==> src/rtl/rdo_runctl_pkg.sv <==
package rdo_runctl_pkg;

  typedef enum logic [2:0] {
    ST_DEAD       = 3'd0,
    ST_READY      = 3'd1,
    ST_CONFIGURED = 3'd2,
    ST_RUNNING    = 3'd3,
    ST_IN_TRAIN   = 3'd4
  } rc_state_e;

  localparam int unsigned N_REQ       = 8;
  localparam int unsigned RQ_PWR_UP   = 0;
  localparam int unsigned RQ_PWR_DOWN = 1;
  localparam int unsigned RQ_CFG_BEG  = 2;
  localparam int unsigned RQ_CFG_DONE = 3;
  localparam int unsigned RQ_RUN_GO   = 4;
  localparam int unsigned RQ_RUN_STOP = 5;
  localparam int unsigned RQ_TR_OPEN  = 6;
  localparam int unsigned RQ_TR_CLOSE = 7;

endpackage

==> src/rtl/rdo_req_decode.sv <==
module rdo_req_decode
  import rdo_runctl_pkg::*;
(
  input  logic [N_REQ-1:0] req_vec,
  output logic             req_single,
  output logic             req_multi
);
  localparam int unsigned CW = $clog2(N_REQ + 1);

  logic [CW-1:0] n_set;

  always_comb begin
    n_set = '0;
    for (int i = 0; i < N_REQ; i++) begin
      n_set = n_set + CW'(req_vec[i]);
    end
    req_single = (n_set == CW'(1));
    req_multi  = (n_set > CW'(1));
  end
endmodule

==> src/rtl/rdo_next_state.sv <==
module rdo_next_state
  import rdo_runctl_pkg::*;
(
  input  rc_state_e        cur_state,
  input  logic             cur_busy,
  input  logic             cur_pend,
  input  logic [N_REQ-1:0] req_vec,
  input  logic             req_single,
  input  logic             req_multi,
  input  logic             pwr_ok,
  output rc_state_e        nxt_state,
  output logic             nxt_busy,
  output logic             nxt_pend,
  output logic             nxt_err,
  output logic             cnt_clr,
  output logic             cnt_inc
);
  always_comb begin
    nxt_state = cur_state;
    nxt_busy  = cur_busy;
    nxt_pend  = cur_pend;
    nxt_err   = 1'b0;
    cnt_clr   = 1'b0;
    cnt_inc   = 1'b0;
    if (req_multi) begin
      nxt_err = 1'b1;
    end else if (req_single) begin
      unique case (cur_state)
        ST_DEAD: begin
          if (req_vec[RQ_PWR_UP]) begin
            if (pwr_ok) nxt_state = ST_READY;
          end else if (!req_vec[RQ_PWR_DOWN]) begin
            nxt_err = 1'b1;
          end
        end
        ST_READY: begin
          if (req_vec[RQ_PWR_DOWN]) begin
            nxt_state = ST_DEAD;
            nxt_busy  = 1'b0;
          end else if (!cur_busy && req_vec[RQ_CFG_BEG]) begin
            nxt_busy = 1'b1;
          end else if (cur_busy && req_vec[RQ_CFG_DONE]) begin
            nxt_state = ST_CONFIGURED;
            nxt_busy  = 1'b0;
          end else begin
            nxt_err = 1'b1;
          end
        end
        ST_CONFIGURED: begin
          if (req_vec[RQ_PWR_DOWN]) begin
            nxt_state = ST_DEAD;
          end else if (req_vec[RQ_RUN_GO]) begin
            nxt_state = ST_RUNNING;
            cnt_clr   = 1'b1;
          end else begin
            nxt_err = 1'b1;
          end
        end
        ST_RUNNING: begin
          if (req_vec[RQ_PWR_DOWN]) begin
            nxt_state = ST_DEAD;
          end else if (req_vec[RQ_TR_OPEN]) begin
            nxt_state = ST_IN_TRAIN;
            cnt_inc   = 1'b1;
          end else if (req_vec[RQ_RUN_STOP]) begin
            nxt_state = ST_CONFIGURED;
          end else begin
            nxt_err = 1'b1;
          end
        end
        ST_IN_TRAIN: begin
          if (req_vec[RQ_PWR_DOWN]) begin
            nxt_pend = 1'b1;
          end else if (req_vec[RQ_TR_CLOSE]) begin
            nxt_state = cur_pend ? ST_DEAD : ST_RUNNING;
            nxt_pend  = 1'b0;
          end else begin
            nxt_err = 1'b1;
          end
        end
        default: begin
          nxt_state = ST_DEAD;
          nxt_busy  = 1'b0;
          nxt_pend  = 1'b0;
          nxt_err   = 1'b1;
        end
      endcase
    end
  end
endmodule

==> src/rtl/rdo_train_cnt.sv <==
module rdo_train_cnt #(
  parameter int unsigned CNT_W = 16
) (
  input  logic             clk,
  input  logic             rst,
  input  logic             clr,
  input  logic             inc,
  output logic [CNT_W-1:0] count
);
  always_ff @(posedge clk) begin
    if (rst || clr) count <= '0;
    else if (inc)   count <= count + CNT_W'(1);
  end
endmodule

==> src/rtl/rdo_runctl.sv <==
module rdo_runctl
  import rdo_runctl_pkg::*;
#(
  parameter int unsigned CNT_W = 16
) (
  input  logic             clk,
  input  logic             rst,
  input  logic             pwr_up_req,
  input  logic             pwr_up_ok,
  input  logic             pwr_down_req,
  input  logic             cfg_begin_req,
  input  logic             cfg_done_req,
  input  logic             run_start_req,
  input  logic             run_stop_req,
  input  logic             train_open_req,
  input  logic             train_close_req,
  output logic [2:0]       state_code,
  output logic             cfg_busy,
  output logic             run_active,
  output logic             in_train,
  output logic             err_pulse,
  output logic [CNT_W-1:0] train_count
);
  logic [N_REQ-1:0] req_vec;
  logic             req_single, req_multi;
  rc_state_e        state_q, nxt_state;
  logic             pend_q, nxt_busy, nxt_pend, nxt_err, cnt_clr, cnt_inc;

  always_comb begin
    req_vec              = '0;
    req_vec[RQ_PWR_UP]   = pwr_up_req;
    req_vec[RQ_PWR_DOWN] = pwr_down_req;
    req_vec[RQ_CFG_BEG]  = cfg_begin_req;
    req_vec[RQ_CFG_DONE] = cfg_done_req;
    req_vec[RQ_RUN_GO]   = run_start_req;
    req_vec[RQ_RUN_STOP] = run_stop_req;
    req_vec[RQ_TR_OPEN]  = train_open_req;
    req_vec[RQ_TR_CLOSE] = train_close_req;
  end

  rdo_req_decode u_dec (
    .req_vec    (req_vec),
    .req_single (req_single),
    .req_multi  (req_multi)
  );

  rdo_next_state u_nxt (
    .cur_state  (state_q),
    .cur_busy   (cfg_busy),
    .cur_pend   (pend_q),
    .req_vec    (req_vec),
    .req_single (req_single),
    .req_multi  (req_multi),
    .pwr_ok     (pwr_up_ok),
    .nxt_state  (nxt_state),
    .nxt_busy   (nxt_busy),
    .nxt_pend   (nxt_pend),
    .nxt_err    (nxt_err),
    .cnt_clr    (cnt_clr),
    .cnt_inc    (cnt_inc)
  );

  rdo_train_cnt #(.CNT_W(CNT_W)) u_cnt (
    .clk   (clk),
    .rst   (rst),
    .clr   (cnt_clr),
    .inc   (cnt_inc),
    .count (train_count)
  );

  always_ff @(posedge clk) begin
    if (rst) begin
      state_q    <= ST_DEAD;
      cfg_busy   <= 1'b0;
      pend_q     <= 1'b0;
      err_pulse  <= 1'b0;
      run_active <= 1'b0;
      in_train   <= 1'b0;
    end else begin
      state_q    <= nxt_state;
      cfg_busy   <= nxt_busy;
      pend_q     <= nxt_pend;
      err_pulse  <= nxt_err;
      run_active <= (nxt_state == ST_RUNNING) || (nxt_state == ST_IN_TRAIN);
      in_train   <= (nxt_state == ST_IN_TRAIN);
    end
  end

  assign state_code = state_q;
endmodule

==> config.mk <==
export PLATFORM = sky130hd
export DESIGN_NAME = rdo_runctl
export DESIGN_NICKNAME = d
export VERILOG_FILES = /design/src/rtl/rdo_runctl_pkg.sv /design/src/rtl/rdo_req_decode.sv /design/src/rtl/rdo_next_state.sv /design/src/rtl/rdo_train_cnt.sv /design/src/rtl/rdo_runctl.sv
export SDC_FILE = /design/constraint.sdc
export NUM_CORES = 1
export LEC_CHECK = 0
export BUFFER_PORTS_ARGS = -buffer_cell sky130_fd_sc_hd__buf_4
export CAP_MARGIN = 10
export CORE_AREA = 3 3 65 67
export CTS_BUF_LIST = sky130_fd_sc_hd__clkbuf_8 sky130_fd_sc_hd__clkbuf_16
export DETAILED_ROUTE_END_ITERATION = 8
export DIE_AREA = 0 0 68 70
export SLEW_MARGIN = 40
export SYNTH_ARGS = -nofsm -noshare
export SYNTH_HDL_FRONTEND = slang
export SYNTH_SLANG_ARGS = --single-unit
==> constraint.sdc <==
create_clock -name clk -period 8.1 [get_ports clk]
set_input_delay 0.81 -clock clk [delete_from_list [all_inputs] [get_ports clk]]
set_output_delay 0.81 -clock clk [all_outputs]
set_load 0.05 [all_outputs]
Word level (Yosys, flattened, before mapping) --
Index checks and enable logic that the tools add are counted.
Operators by class: add/subtract/negate cells 8, $lt $le $gt $ge 1, eq/ne operators 9, mux-type cells 48, bitwise logic cells 3, reduce and logical (&&, ||, !) cells 10
Operators by type and width (count):
- two-way mux 3 bit | 14
- two-way mux 1 bit | 29
- adder 4 x 1 -> 4 bit | 6
- adder 16 x 1 -> 16 bit (second input constant) | 1
- case mux 3 bit (5 select lines) | 1
- == test 3 x 2 -> 1 bit (second input constant) | 3
- AND reduction 4 bit | 2
- OR reduction 4 bit | 2
- == test 3 bit (second input constant) | 2
- case mux 1 bit (5 select lines) | 1
- == test 4 x 1 -> 1 bit (second input constant) | 1
- greater-than comparator 4 x 1 -> 1 bit (second input constant) | 1
- != test 4 x 2 -> 1 bit (second input constant) | 1
- case mux 1 bit (2 select lines) | 2
- == test 3 x 1 -> 1 bit (second input constant) | 1
- logical NOT 3 bit | 1
- != test 3 bit (second input constant) | 1
- NOT 1 bit | 3
- adder 1 x 1 -> 2 bit | 1
- logical AND 1 bit | 2
- logical OR 1 bit | 2
- two-way mux 2 bit | 1
- logical NOT 1 bit | 1
Storage, ports and cells: bits in registers 24, bits of input ports 11, output and inout bits 23, logic and storage cells 86

Logic depth before layout (Yosys ltp) --
depth after elaboration 12, mapped depth 15, mapped depth without buffers 13

By module --
Synthesis repeated with hierarchy kept, for this count alone.
Second synthesis, totals: cell total of the unflattened synthesis 176, area, all modules 1525.2 µm²
Modules (own cells, without submodules):
- rdo_train_cnt | times used 1, cells each 81, area an instance 716.9 µm², sequential area each 320.3 µm²
- rdo_next_state | times used 1, cells each 55, area an instance 366.6 µm², sequential area each 0.0 µm²
- rdo_runctl | times used 1, cells each 17, area an instance 239.0 µm², sequential area each 160.2 µm²
- rdo_req_decode | times used 1, cells each 23, area an instance 202.7 µm², sequential area each 0.0 µm²

Worst setup path after synthesis --
OpenSTA, ideal clock, no wires.
path kind input port to flip-flop, start point in pwr_down_req, end point reg u_cnt.count[14], setup time 0.071 ns, data arrival time 4.483 ns, required time 8.029 ns, setup slack 3.546 ns, stages 13, buffers on the path 1, path through buf_6 -> inv_1 -> ha_1 -> inv_1 -> fa_1 -> fa_1 -> fa_1 -> fa_1 -> nand4bb_1 -> o31ai_2 -> nand4_4 -> or4_1 -> a21oi_1
On the way: longest elaborated chain between the ends 11, elaborated cells on any way between the ends 18, those cells by class add/sub: 7; order compare: 1; eq/ne: 1; mux: 8; reduce/logical: 1
RTL lines:
- start, declared | line rdo_runctl.sv:10 | input logic pwr_down_req,
- parallel branches: the longest is 11 deep, another holds adder 4 x 1 -> 4 bit
- end signal, assigned | line rdo_train_cnt.sv:12 | else if (inc) count <= count + CNT_W'(1);
- end, declared | line rdo_train_cnt.sv:8 | output logic [CNT_W-1:0] count
Several ways; the timed one is not identified. A chain may end at the register's enable or synchronous reset.

Final worst setup path --
Ends and elaborated chain as after synthesis.

==> out/metrics.cfg <==
[detailed_routing]
dr.pass1.iters = 4
drcViolationCount = 0
vias_per_cell = 5.55
drt_wl_total_mm = 3.66
ant_nets = 0
drtIter0Drc = 153
vias = 1454
avgRoutedWirePerCell_um = 14.0

[synthesis]
ys_ff_latch = 24
netlist_area_um2 = 1500
synthMuxAreaShare = 0.00666
post_synth.cell_area_avg_um2 = 8.22
synth-edff-count = 0
ys_types = 42
synth-simple-area-share = 0.290
synth_top_family_by_area = simple AND/OR/NAND/NOR gates
ys_seq_area_frac = 0.319
synth_compound_area_frac = 0.169
synth_xor_area_frac = 0.0466
synth_nets = 203
postSynth.asyncResetShare = 0
netlist_instances = 183
ys.flop_type = dfxtp_1
yosys.area_share.adder = 0.0948
yosys_warnings = 0

[setup_path]
path_cells = buf_4, inv_1, ha_1, inv_1, fa_1, fa_1, fa_1, fa_1, nand4bb_1, o31ai_2, buf_4, nand4_4, or4_1, a21oi_1
cp_max_fo = 11
crit_required_ps = 8310
max_stage_delay_ps = 550
worstPathArrival_ps = 4880
cp-start-kind = input port
cp-end-kind = register
worst-setup-path-type = in -> reg
crit_slowest_cell = or4_1
cp_common_cell = fa_1
reg2reg_depth = 5

[final_layout]
layout_common_cells = buf_4, dfxtp_1, inv_1, nor2_1
fin_nets = 235
syn_to_final_growth_pct = 23.6
final_common_cell = buf_4
fillers = 368
drive_above_1_share = 0.206
antenna_cells = 0

[timing]
layout_min_cycle_time_ps = 4670
fmax_mhz = 214
fin_skew_ps = 12.2
fin_ws_ps = 3430
relSlewSlack = 0.568
grt_setup_unrepaired = false
whs_ps = 500
finalSetupTns_ps = 0
slew_violations = 0
post-route-period-util = 0.577
hold_viol = 0
setup_violations = 0
tightest_slew_ps = 648

[grt]
antenna_found_initial = 0
grt_start_max_net_pins = 17
overflow = 0
grt_pass1_wl_mm = 6.43
grt_pass1_vias = 1362
grtUsageTotal = 0.168

[power]
power.density_nw_per_um2 = 196
ir_drop_mv = 0.155
p_leak_nw = 0.785

[die]
dieArea_um2 = 4760
core_area_um2 = 3690
fp.dieH_um = 70
pin_count = 34
placementRows = 22
initial_core_util = 0.408
die_w_um = 68

[outcome]
status = complete, no violations

[placed_design]
place_ws_ps = 3130
gp_routability_congestion = 0.856
hpwl_mm = 2.79
io_buffer_count = 33

[clocking]
htreeDepth = 1
clockBufferDepth = 2
cts_sinks = 24
post-cts-setup-buffer-count = 0
cts_hold_buffers = 0
cts_tree = done
cts_resized = 0
numCtsBuffers = 3
clock-root-buffer = clkbuf_8
clk_pin_slew_ps = 90
worst_skew_pair.late_latency_ps = 270

[run]
cap_violations = 0

[min_path]
hold_path.class = reg -> reg
hold_path_depth = 2

-- final timing paths --
| kind | from | to | slack, ps |
|---|---|---|---|
| hold reg to reg | u_cnt.count[15] | u_cnt.count[15] | 500 |
| hold / removal | u_cnt.count[15] | u_cnt.count[15] | 500 |
| setup reg to reg | state_code[0] | u_cnt.count[14] | 5650 |
| setup / recovery | pwr_down_req | u_cnt.count[14] | 3430 |
-- cell families (layout without fill, tap and decap cells) --
logic type                 Yosys count  in the layout
DFF                                 24             24
buffers and inverters               27             58
xor gates and xnor gates             8              8
AOI/OAI and AO/OA                   39             39
adders and majority gates            9              9
muxes                                1              1
and+or+nand+nor                     75             75
-- stage by stage --
step           utilization  instances  instance area [um^2]  total power [W]
2_1_floorplan            -        183                  1500         0.000228
3_3_place_gp         0.484        258                  1780         0.000261
3_5_place_dp         0.485        258                  1790         0.000263
4_1_cts              0.504        262                  1860         0.000368
5_1_grt              0.504        262                  1860         0.000389
6_report             0.504        262                  1860         0.000365
-- layout make-up --
type                    instances  area, um^2  area share
clock inverters                 1        30.0      0.0162
flip-flops and latches         24         480       0.258
clock buffers                   3        41.3      0.0222
multi-input cells             132         917       0.493
repair buffers                 34         255       0.137
inverters                      20        75.1      0.0404
well taps                      48        60.1      0.0323
-- state kept, by name, summed over array words and instances, names as in the netlist --
register,cells
u_cnt.count,16
state_code,3
cfg_busy,1
err_pulse,1
in_train,1
pend_q,1
run_active,1
-- per-layer routing --
| layer | part of all wire | GRT usage |
|---|---|---|
| met1 | 0.45 | 0.241 |
| met2 | 0.47 | 0.249 |
| met3 | 0.065 | 0.0434 |
| met4 | 0.010 | 0.0397 |
| met5 | 0 | 0 |
-- critical path, delay by kind of cell --
| kind | cells | cell delay [ps] |
|---|---|---|
| AND/OR/NAND/NOR | 3 | 880 |
| adder cells (fa/ha/maj) | 5 | 2140 |
| AO/OA/AOI/OAI | 2 | 510 |
| buffers and inverters | 4 | 520 |
-- power breakdown --
group          switching [W]  internal (W)
logic              0.0000791     0.0000451
clock network      0.0000386     0.0000661
registers          0.0000112      0.000125
-- cells in the mapped netlist (3+ instances only) --
cell type  instances  area share
a21oi_1           11       0.037
and3_1             6       0.025
clkbuf_1           5       0.012
dfxtp_1           24        0.32
fa_1               4       0.053
ha_1               5       0.042
inv_1             20       0.050
nand2_1           11       0.027
nand3_1            9       0.030
nand4_1            8       0.033
nor2_1            17       0.042
nor4_1             3       0.012
o21ai_0            9       0.030
o31ai_1            5       0.025
or3_1              6       0.025
xor2_1             7       0.041
No activity file was read; power rests on OpenSTA's default activity.
